### config.mk
export PLATFORM = sky130hd
export DESIGN_NAME = bitstream_proc
export DESIGN_NICKNAME = d
export VERILOG_FILES = /design/src/rtl/bsp_pkg.sv /design/src/rtl/bsp_pn_gen.sv /design/src/rtl/bsp_crc_reg.sv /design/src/rtl/bsp_seq.sv /design/src/rtl/bitstream_proc.sv
export SDC_FILE = /design/constraint.sdc
export NUM_CORES = 1
export LEC_CHECK = 0
export ABC_CLOCK_PERIOD_IN_PS = 2300
export BUFFER_PORTS_ARGS = -buffer_cell sky130_fd_sc_hd__buf_2
export CAP_MARGIN = 40
export CORE_MARGIN = 2
export CORE_UTILIZATION = 50
export DETAILED_ROUTE_END_ITERATION = 10
export GPL_TIMING_DRIVEN = 0
export MAX_ROUTING_LAYER = met4
export PLACE_DENSITY = 0.74
export SLEW_MARGIN = 30
export SYNTH_ARGS = -nofsm -noshare
export SYNTH_HDL_FRONTEND = slang
export SYNTH_SLANG_ARGS = --single-unit
### constraint.sdc
create_clock -name clk -period 2.3 [get_ports clk]
set_input_delay 0.345 -clock clk [delete_from_list [all_inputs] [get_ports clk]]
set_output_delay 0.345 -clock clk [all_outputs]
set_load 0.05 [all_outputs]
### src/rtl/bsp_pkg.sv
package bsp_pkg;

    typedef enum logic [1:0] {
        ST_IDLE,
        ST_DATA,
        ST_APPEND,
        ST_CHECK
    } bsp_state_t;

    localparam int PN7_LEN = 7;
    localparam int PN7_TAP = 4;
    localparam int PN9_LEN = 9;
    localparam int PN9_TAP = 5;

endpackage

### src/rtl/bsp_pn_gen.sv
module bsp_pn_gen #(
    parameter int LEN = 7,
    parameter int TAP = 4
) (
    input  logic clk,
    input  logic rst_n,
    input  logic load,
    input  logic step,
    input  logic en,
    output logic pn_bit
);

    logic [LEN-1:0] sr_q;
    logic           fb;

    assign fb     = sr_q[LEN-1] ^ sr_q[TAP-1];
    assign pn_bit = en & fb;

    always_ff @(posedge clk or negedge rst_n) begin
        if (!rst_n) begin
            sr_q <= '1;
        end else if (load) begin
            sr_q <= '1;
        end else if (step) begin
            sr_q <= {sr_q[LEN-2:0], fb};
        end
    end

endmodule

### src/rtl/bsp_crc_reg.sv
module bsp_crc_reg #(
    parameter int MAXW = 32,
    localparam int CW  = $clog2(MAXW) + 1
) (
    input  logic            clk,
    input  logic            rst_n,
    input  logic            load,
    input  logic [MAXW-1:0] seed,
    input  logic            upd,
    input  logic            shift,
    input  logic            din,
    input  logic [MAXW-1:0] poly,
    input  logic [CW-1:0]   width,
    output logic            msb,
    output logic            is_zero
);

    localparam int IW = $clog2(MAXW);

    logic [MAXW-1:0] crc_q;
    logic [MAXW-1:0] crc_d;
    logic [MAXW-1:0] mask;
    logic [IW-1:0]   top_idx;
    logic            fb;

    always_comb begin
        for (int i = 0; i < MAXW; i++) begin
            mask[i] = (CW'(i) < width);
        end
    end

    assign top_idx = IW'(width - CW'(1));
    assign msb     = crc_q[top_idx];
    assign fb      = msb ^ din;
    assign is_zero = ((crc_q & mask) == '0);

    always_comb begin
        crc_d = crc_q;
        if (load) begin
            crc_d = seed & mask;
        end else if (upd) begin
            crc_d = ((crc_q << 1) ^ (fb ? poly : '0)) & mask;
        end else if (shift) begin
            crc_d = (crc_q << 1) & mask;
        end
    end

    always_ff @(posedge clk or negedge rst_n) begin
        if (!rst_n) begin
            crc_q <= '0;
        end else begin
            crc_q <= crc_d;
        end
    end

endmodule

### src/rtl/bsp_seq.sv
module bsp_seq
    import bsp_pkg::*;
#(
    parameter int CW = 6
) (
    input  logic          clk,
    input  logic          rst_n,
    input  logic          frame_start,
    input  logic          frame_end,
    input  logic          in_valid,
    input  logic          do_append,
    input  logic [CW-1:0] width,
    output bsp_state_t    st,
    output logic          data_step,
    output logic          app_step,
    output logic          chk_step
);

    bsp_state_t    st_d;
    logic [CW-1:0] cnt_q;
    logic [CW-1:0] cnt_d;

    // next state
    always_comb begin
        st_d  = st;
        cnt_d = cnt_q;
        if (frame_start) begin
            st_d = ST_DATA;
        end else begin
            unique case (st)
                ST_IDLE: st_d = ST_IDLE;
                ST_DATA: begin
                    if (frame_end) begin
                        if (do_append) begin
                            st_d  = ST_APPEND;
                            cnt_d = width;
                        end else begin
                            st_d = ST_CHECK;
                        end
                    end
                end
                ST_APPEND: begin
                    cnt_d = cnt_q - CW'(1);
                    if (cnt_q == CW'(1)) begin
                        st_d = ST_IDLE;
                    end
                end
                ST_CHECK: st_d = ST_IDLE;
            endcase
        end
    end

    // state register
    always_ff @(posedge clk or negedge rst_n) begin
        if (!rst_n) begin
            st    <= ST_IDLE;
            cnt_q <= '0;
        end else begin
            st    <= st_d;
            cnt_q <= cnt_d;
        end
    end

    // outputs
    always_comb begin
        data_step = 1'b0;
        app_step  = 1'b0;
        chk_step  = 1'b0;
        unique case (st)
            ST_IDLE:   ;
            ST_DATA:   data_step = in_valid & ~frame_start & ~frame_end;
            ST_APPEND: app_step  = ~frame_start;
            ST_CHECK:  chk_step  = ~frame_start;
        endcase
    end

endmodule

### src/rtl/bitstream_proc.sv
module bitstream_proc
    import bsp_pkg::*;
#(
    parameter int CRC_MAX_W = 32
) (
    input  logic                 clk,
    input  logic                 rst_n,
    input  logic                 cfg_pn7_en,
    input  logic                 cfg_pn9_en,
    input  logic                 cfg_tx,
    input  logic                 cfg_copro,
    input  logic [1:0]           cfg_crc_len,
    input  logic [CRC_MAX_W-1:0] cfg_crc_poly,
    input  logic [CRC_MAX_W-1:0] cfg_crc_seed,
    input  logic                 frame_start,
    input  logic                 frame_end,
    input  logic                 in_valid,
    input  logic                 in_bit,
    output logic                 out_valid,
    output logic                 out_bit,
    output logic                 out_crc_phase,
    output logic                 crc_error
);

    localparam int CW = $clog2(CRC_MAX_W) + 1;

    bsp_state_t    st;
    logic          data_step;
    logic          app_step;
    logic          chk_step;
    logic          pn7_bit;
    logic          pn9_bit;
    logic          wbit;
    logic          crc_msb;
    logic          crc_zero;
    logic          crc_din;
    logic          send_like;
    logic [CW-1:0] crc_w;

    assign crc_w     = CW'((32'(cfg_crc_len) + 32'd1) * 32'd8);
    assign send_like = cfg_tx | cfg_copro;
    assign wbit      = pn7_bit ^ pn9_bit;
    assign crc_din   = send_like ? in_bit : (in_bit ^ wbit);

    bsp_seq #(.CW(CW)) i_seq (
        .clk         (clk),
        .rst_n       (rst_n),
        .frame_start (frame_start),
        .frame_end   (frame_end),
        .in_valid    (in_valid),
        .do_append   (send_like),
        .width       (crc_w),
        .st          (st),
        .data_step   (data_step),
        .app_step    (app_step),
        .chk_step    (chk_step)
    );

    bsp_pn_gen #(.LEN(PN7_LEN), .TAP(PN7_TAP)) i_pn7 (
        .clk    (clk),
        .rst_n  (rst_n),
        .load   (frame_start),
        .step   (data_step | app_step),
        .en     (cfg_pn7_en),
        .pn_bit (pn7_bit)
    );

    bsp_pn_gen #(.LEN(PN9_LEN), .TAP(PN9_TAP)) i_pn9 (
        .clk    (clk),
        .rst_n  (rst_n),
        .load   (frame_start),
        .step   (data_step | app_step),
        .en     (cfg_pn9_en),
        .pn_bit (pn9_bit)
    );

    bsp_crc_reg #(.MAXW(CRC_MAX_W)) i_crc (
        .clk     (clk),
        .rst_n   (rst_n),
        .load    (frame_start),
        .seed    (cfg_crc_seed),
        .upd     (data_step),
        .shift   (app_step),
        .din     (crc_din),
        .poly    (cfg_crc_poly),
        .width   (crc_w),
        .msb     (crc_msb),
        .is_zero (crc_zero)
    );

    always_ff @(posedge clk or negedge rst_n) begin
        if (!rst_n) begin
            out_valid     <= 1'b0;
            out_bit       <= 1'b0;
            out_crc_phase <= 1'b0;
            crc_error     <= 1'b0;
        end else begin
            out_valid     <= data_step | app_step;
            out_crc_phase <= app_step;
            if (data_step) begin
                out_bit <= in_bit ^ wbit;
            end else if (app_step) begin
                out_bit <= cfg_copro ? crc_msb : (crc_msb ^ wbit);
            end
            if (frame_start) begin
                crc_error <= 1'b0;
            end else if (chk_step) begin
                crc_error <= ~crc_zero;
            end
        end
    end

endmodule

Yosys cells after proc, flatten, opt, wreduce, memory -nomap -nowiden
Cells that the tools add are included.
- $lt $le $gt $ge: 33
- bitwise logic cells: 20
- reduce and logical (&&, ||, !) cells: 10
- mux-type cells: 27
- equal/unequal tests: 8
- add/subtract/negate cells: 3
- operators by type and width (operator ; number):
    bitwise AND 32 bit ; 4
    2-to-1 mux 32 bit ; 4
    < comparator 5 x 6 -> 1 bit (first input constant) ; 16
    < comparator 4 x 6 -> 1 bit (first input constant) ; 8
    zero test 32 bit ; 1
    bitwise XOR 32 bit ; 1
    < comparator 3 x 6 -> 1 bit (first input constant) ; 4
    2-to-1 mux 9 bit ; 2
    2-to-1 mux 7 bit ; 2
    < comparator 1 x 6 -> 1 bit (first input constant) ; 2
    < comparator 2 x 6 -> 1 bit (first input constant) ; 2
    2-to-1 mux 6 bit ; 2
    case mux 6 bit (2 select lines) ; 1
    2-to-1 mux 1 bit ; 11
    nonzero test 2 bit ; 4
    equality test 6 x 1 -> 1 bit (second input constant) ; 1
    < comparator 5 x 6 -> 1 bit (second input constant) ; 1
    2-to-1 mux 2 bit ; 3
    case mux 2 bit (3 select lines) ; 1
    subtractor 6 x 1 -> 6 bit (second input constant) ; 1
    bitwise XOR 1 bit ; 6
    binary-select mux 1 bit (select 5 bit) ; 1
    subtractor 5 x 1 -> 5 bit (second input constant) ; 1
    bitwise AND 1 bit ; 4
    13 further kinds ; 18
- bits of input ports: 76
- output and inout bits: 4
- bits in registers: 60

Depth between registers and ports, before layout
- depth after elaboration: 11
- mapped depth: 9
- gate-level depth less buffers: 8

By module
A second synthesis with hierarchy kept.
- cell total of the unflattened synthesis: 568
- area total of the unflattened synthesis: 4770.8 um2
- modules (own cells, without submodules) (module ; instances ; area each (um2) ; cells an instance):
    bsp_crc_reg ; 1 ; 3246.9 ; 424
    bsp_seq ; 1 ; 566.8 ; 62
    bsp_pn_gen at i_pn9 ; 1 ; 395.4 ; 32
    bsp_pn_gen at i_pn7 ; 1 ; 315.3 ; 26
    bitstream_proc ; 1 ; 246.5 ; 24

Least setup slack after synthesis
OpenSTA, ideal clock, no wires.
- kind: in2reg
- start: in cfg_crc_len[0]
- end: reg i_crc.crc_q[11]
- path slack: -158 ps
- stages on the path: 9
- required time: 2233 ps
- data arrival time: 2391 ps
- cell sequence: inv_1 ha_1 mux4_2 xor2_1 nand2b_1 mux2i_2 buf_6 mux2_1 nand2_1
- cells in the longest elaborated chain, start to end: 10
- elaborated cells between the ends (all ways): 14
- RTL lines (item ; line ; RTL):
    start: declaration ; bitstream_proc.sv:12 ; input logic [1:0] cfg_crc_len,
    adder 2 x 1 -> 3 bit (*) ; bitstream_proc.sv:40 ; assign crc_w = CW'((32'(cfg_crc_len) + 32'd1) * 32'd8);
    subtractor 5 x 1 -> 5 bit ; bsp_crc_reg.sv:32 ; assign top_idx = IW'(width - CW'(1));
    binary-select mux 1 bit (select 5 bit) ; bsp_crc_reg.sv:33 ; assign msb = crc_q[top_idx];
    2-to-1 mux 1 bit (implied by the code) ; bsp_crc_reg.sv:33 ;
    bitwise XOR 1 bit ; bsp_crc_reg.sv:34 ; assign fb = msb ^ din;
    2-to-1 mux 32 bit ; bsp_crc_reg.sv:42 ; crc_d = ((crc_q << 1) ^ (fb ? poly : '0)) & mask;
    bitwise XOR 32 bit ; bsp_crc_reg.sv:42 ;
    bitwise AND 32 bit ; bsp_crc_reg.sv:42 ;
    2-to-1 mux 32 bit ; bsp_crc_reg.sv:41 ; end else if (upd) begin
    2-to-1 mux 32 bit (*) ; bsp_crc_reg.sv:39 ; if (load) begin
    end signal: assignment ; bsp_crc_reg.sv:52 ; crc_q <= crc_d;
    end: declaration ; bsp_crc_reg.sv:20 ; logic [MAXW-1:0] crc_q;
Mark *: on every way between the ends. The rest lies on a longest branch, timed or not. The select of a mux whose other input is x is not followed.
A chain may end at the register's enable or synchronous reset.

Worst setup path after layout
- start: reg i_pn9.sr_q[4]
- end: reg i_crc.crc_q[16]
- cells in the longest elaborated chain, start to end: 11
- RTL lines (item ; line ; RTL):
    start: declaration ; bsp_pn_gen.sv:13 ; logic [LEN-1:0] sr_q;
    start signal: assignment ; bsp_pn_gen.sv:25 ; sr_q <= {sr_q[LEN-2:0], fb};
    bitwise XOR 1 bit ; bsp_pn_gen.sv:16 ; assign fb = sr_q[LEN-1] ^ sr_q[TAP-1];
    bitwise AND 1 bit ; bsp_pn_gen.sv:17 ; assign pn_bit = en & fb;
    bitwise XOR 1 bit ; bitstream_proc.sv:42 ; assign wbit = pn7_bit ^ pn9_bit;
    bitwise XOR 1 bit ; bitstream_proc.sv:43 ; assign crc_din = send_like ? in_bit : (in_bit ^ wbit);
    2-to-1 mux 1 bit ; bitstream_proc.sv:43 ;
    bitwise XOR 1 bit ; bsp_crc_reg.sv:34 ;
    2-to-1 mux 32 bit ; bsp_crc_reg.sv:42 ;
    bitwise XOR 32 bit ; bsp_crc_reg.sv:42 ;
    bitwise AND 32 bit ; bsp_crc_reg.sv:42 ;
    2-to-1 mux 32 bit ; bsp_crc_reg.sv:41 ;
    2-to-1 mux 32 bit ; bsp_crc_reg.sv:39 ;
No other way between the ends.

==> flow_summary.toml <==
[finish]
areaGrowthSynthToFinish_pct = 27.0
diodes = 0
mostFrequentLayoutCells = "nand2_1, buf_2, dfrtp_1"
finalInstanceArea_sq_um = 4930
finish.utilization_pct = 64.8
layout.nets = 614
leading_cell_type_in_the_layout_fill_and_taps_excluded = "nand2_1"
n_fill_cell = 642
layout-drive-gt1-share_pct = 29.9

[pwr]
ir_worst_vdd_uv = 384
power.static_leakage_nw = 2.21
power.density_nw_per_um2 = 697

[synth]
synth_cell_types = 44
synth_top_area_share_pct = 28.4
async_set_or_reset_register_ratio_after_synthesis_pct = 100
synth_ff_type = "dfrtp_1"
synth_top_cell_by_area = "dfrtp_1"
syn_area_per_cell_sq_um = 8.99
synth-edff-count = 0
yosys_register_bits = 60
synth_area_leaders = "dfrtp_1, dfstp_2, nand2_1, mux2_1, a222oi_1"
seq_area_frac_synth_pct = 39.2
synth_nets = 513
synth.cell_area_sq_um = 3880
ys_warn_count = 0
cell_count_after_synthesis = 432

[clock_tree]
clockBufferDepth = 2
clock_insertion_delay_worst_skew_ns = 0.35
clock_sinks = 60
numCtsBuffers = 9
clock_slew_seen_by_the_registers_of_the_worst_setup_and_hold_paths_ns = 0.07
clk_root_buffer_cell = "clkbuf_8"
clock_tree_from_tritoncts = "built"
cts_max_level = 3

[sta]
count_of_final_max_slew_check_failures = 0
slew-limit-headroom_pct = 53.9
timing.clock.skew_ns = 0.00789
worst_slack_ns = -0.0685
rsz0062_at_grt = "yes"
post-route-min-period_ns = 2.37
tightest_slew_ns = 0.689
setup_violations = 25
fmax_mhz = 422
final.period_utilization_pct = 103
hold_viol_final = 0

[routing]
vias = 3776
drtIter0Drc = 276
wire_per_inst_microns = 16.5
drcViolationCount = 0
drt_first_pass_iters = 7
detail_route.vias_per_cell = 5.90
routed_wl_microns = 10600
antenna_violating_nets_post_route = 0

[worst_setup_path]
timing.critical_path.from_type = "flip-flop"
cp_data_arrival_time_ns = 2.66
cp.required_ns = 2.59
sort_of_element_at_the_end_of_the_critical_path = "flip-flop"
path_max_fanout = 10
critPathKind = "flip-flop to flip-flop"

[status]
status = "complete, but fails checks"
violations_in_the_final_reports = "setup timing"

[global_routing]
antenna_found_initial = 0
globalRouteOverflowTotal = 0
first_global_vias = 3671
grt_first_pass_wirelength_microns = 17400
grt_start_max_net_pins = 61
track_usage_pct = 26.6

[placed_design]
gp_congestion = 0.904
place.port_buffers = 79
placed_cell_area_sq_um = 4490
place_hpwl_microns = 7160

[die]
die_area_sq_um = 8490
num_rows = 32
initial_utilization_pct = 51.1
die_w_microns = 92.1
pin_count = 80
die_height_microns = 92.1
core-area_sq_um = 7610

[run]
cap_violations = 0

[min_path]
hold_class = "input port to flip-flop"
[path summary, 6_finish.rpt]
| path | to | slack [ns] | from | cells past startpoint |
|---|---|---|---|---|
| worst min register to register | i_pn9.sr_q[3] | 0.48 | i_pn9.sr_q[3] | 2 |
| max in group asynchronous | i_pn7.sr_q[6] | 1.33 | rst_n | 3 |
| worst max-delay path | i_crc.crc_q[16] | -0.07 | i_pn9.sr_q[4] | 8 |
| min in group asynchronous | out_valid | 0.39 | rst_n | 2 |
| worst max register to register | i_crc.crc_q[16] | -0.07 | i_pn9.sr_q[4] | 8 |
| worst min-delay path | i_crc.crc_q[5] | 0.22 | cfg_crc_seed[5] | 3 |
[kinds of logic after synthesis]
logic type                 share of synthesized area [%]
AOI/OAI and AO/OA                                   14.8
xor gates and xnor gates                           0.902
adders and majority gates                           1.61
buffers and inverters                               4.32
DFF                                                 39.2
muxes                                               10.2
and+or+nand+nor                                     29.0
[layout make-up]
cell class	count	area (sq um)	share of cell area (%)
Timing Repair Buffer	90	509	10.3
Clock inverter	6	135	2.74
Sequential cell	60	1520	30.9
Buffer	22	129	2.61
Multi-Input combinational cell	334	2310	46.8
Clock buffer	10	138	2.79
Tap cell	102	128	2.59
Inverter	16	65.1	1.32
[critical path, stage by stage (launching register included)]
cell and delay, ns:
dfstp_2 0.59, xor2_4 0.10, a211o_1 0.30, a211oi_2 0.33, mux2i_4 0.31, buf_12 0.16, buf_12 0.15, mux2_4 0.30
nand2_1 0.06
[power by group]
| part | leakage, nW | total (mW) | internal (mW) | switching [mW] |
|---|---|---|---|---|
| Sequential | 0.726 | 1.36 | 1.21 | 0.157 |
| Combinational | 1.36 | 0.758 | 0.362 | 0.395 |
| Clock | 0.129 | 1.32 | 0.859 | 0.459 |
[Yosys cell counts, types with 2 or more instances]
cell	number
nand2_1	93
dfrtp_1	44
nor2b_1	25
a222oi_1	23
nand3b_1	23
mux2_1	21
a21oi_1	19
nor3b_1	17
dfstp_2	16
inv_1	16
nand3_1	16
clkbuf_1	14
and3_1	11
nor2_1	11
o21ai_0	11
a221oi_1	9
mux2i_1	9
nor4_1	9
ha_1	5
nor3_1	4
buf_1	3
buf_6	3
mux2_2	3
xor2_1	3
buf_2	2
nand2b_1	2
o211ai_1	2
o31ai_1	2
[per-layer routing]
layer	up-vias	share of wire (%)	track usage, %
met5	-	0	-
met4	0	1.3	7.71
met3	14	5.7	5.34
met2	137	48	40.6
met1	1839	45	36.2
li1	1786	-	-
[sequential cells by signal (all words and copies together), names as in the netlist]
| register | flops |
|---|---|
| i_seq.cnt_q | 6 |
| i_pn7.sr_q | 7 |
| out_crc_phase | 1 |
| i_seq.st | 2 |
| i_crc.crc_q | 32 |
| crc_error | 1 |
| out_bit | 1 |
| out_valid | 1 |
| i_pn9.sr_q | 9 |
[repair_timing]
| action | CTS | global route |
|---|---|---|
| cloned | 1 | 0 |
| setup buffers | 7 | 0 |
| setup endpoints to repair | 41 | 41 |
| endpoints found under the hold margin | 0 | 13 |
| pin swaps | 5 | 3 |
| gates resized for setup | 5 | 16 |
| hold buffers | 0 | 1 |
[per-stage QoR]
| step | power, mW | worst slack, ns | instances | TNS [ns] | hold slack (ns) |
|---|---|---|---|---|---|
| 2_1_floorplan | 1.83 | 0.00135 | 432 | 0 | 0.0494 |
| 3_3_place_gp | 2.06 | -0.421 | 613 | -12.37 | 0.472 |
| 3_5_place_dp | 2.09 | -0.432 | 614 | -13.31 | 0.478 |
| 4_1_cts | 3.42 | -0.0367 | 638 | -0.465 | 0.101 |
| 5_1_grt | 3.60 | -0.156 | 640 | -3.88 | 0.222 |
| 6_report | 3.44 | -0.0685 | 640 | -1.33 | 0.217 |
(Power assumes the default switching activity.)
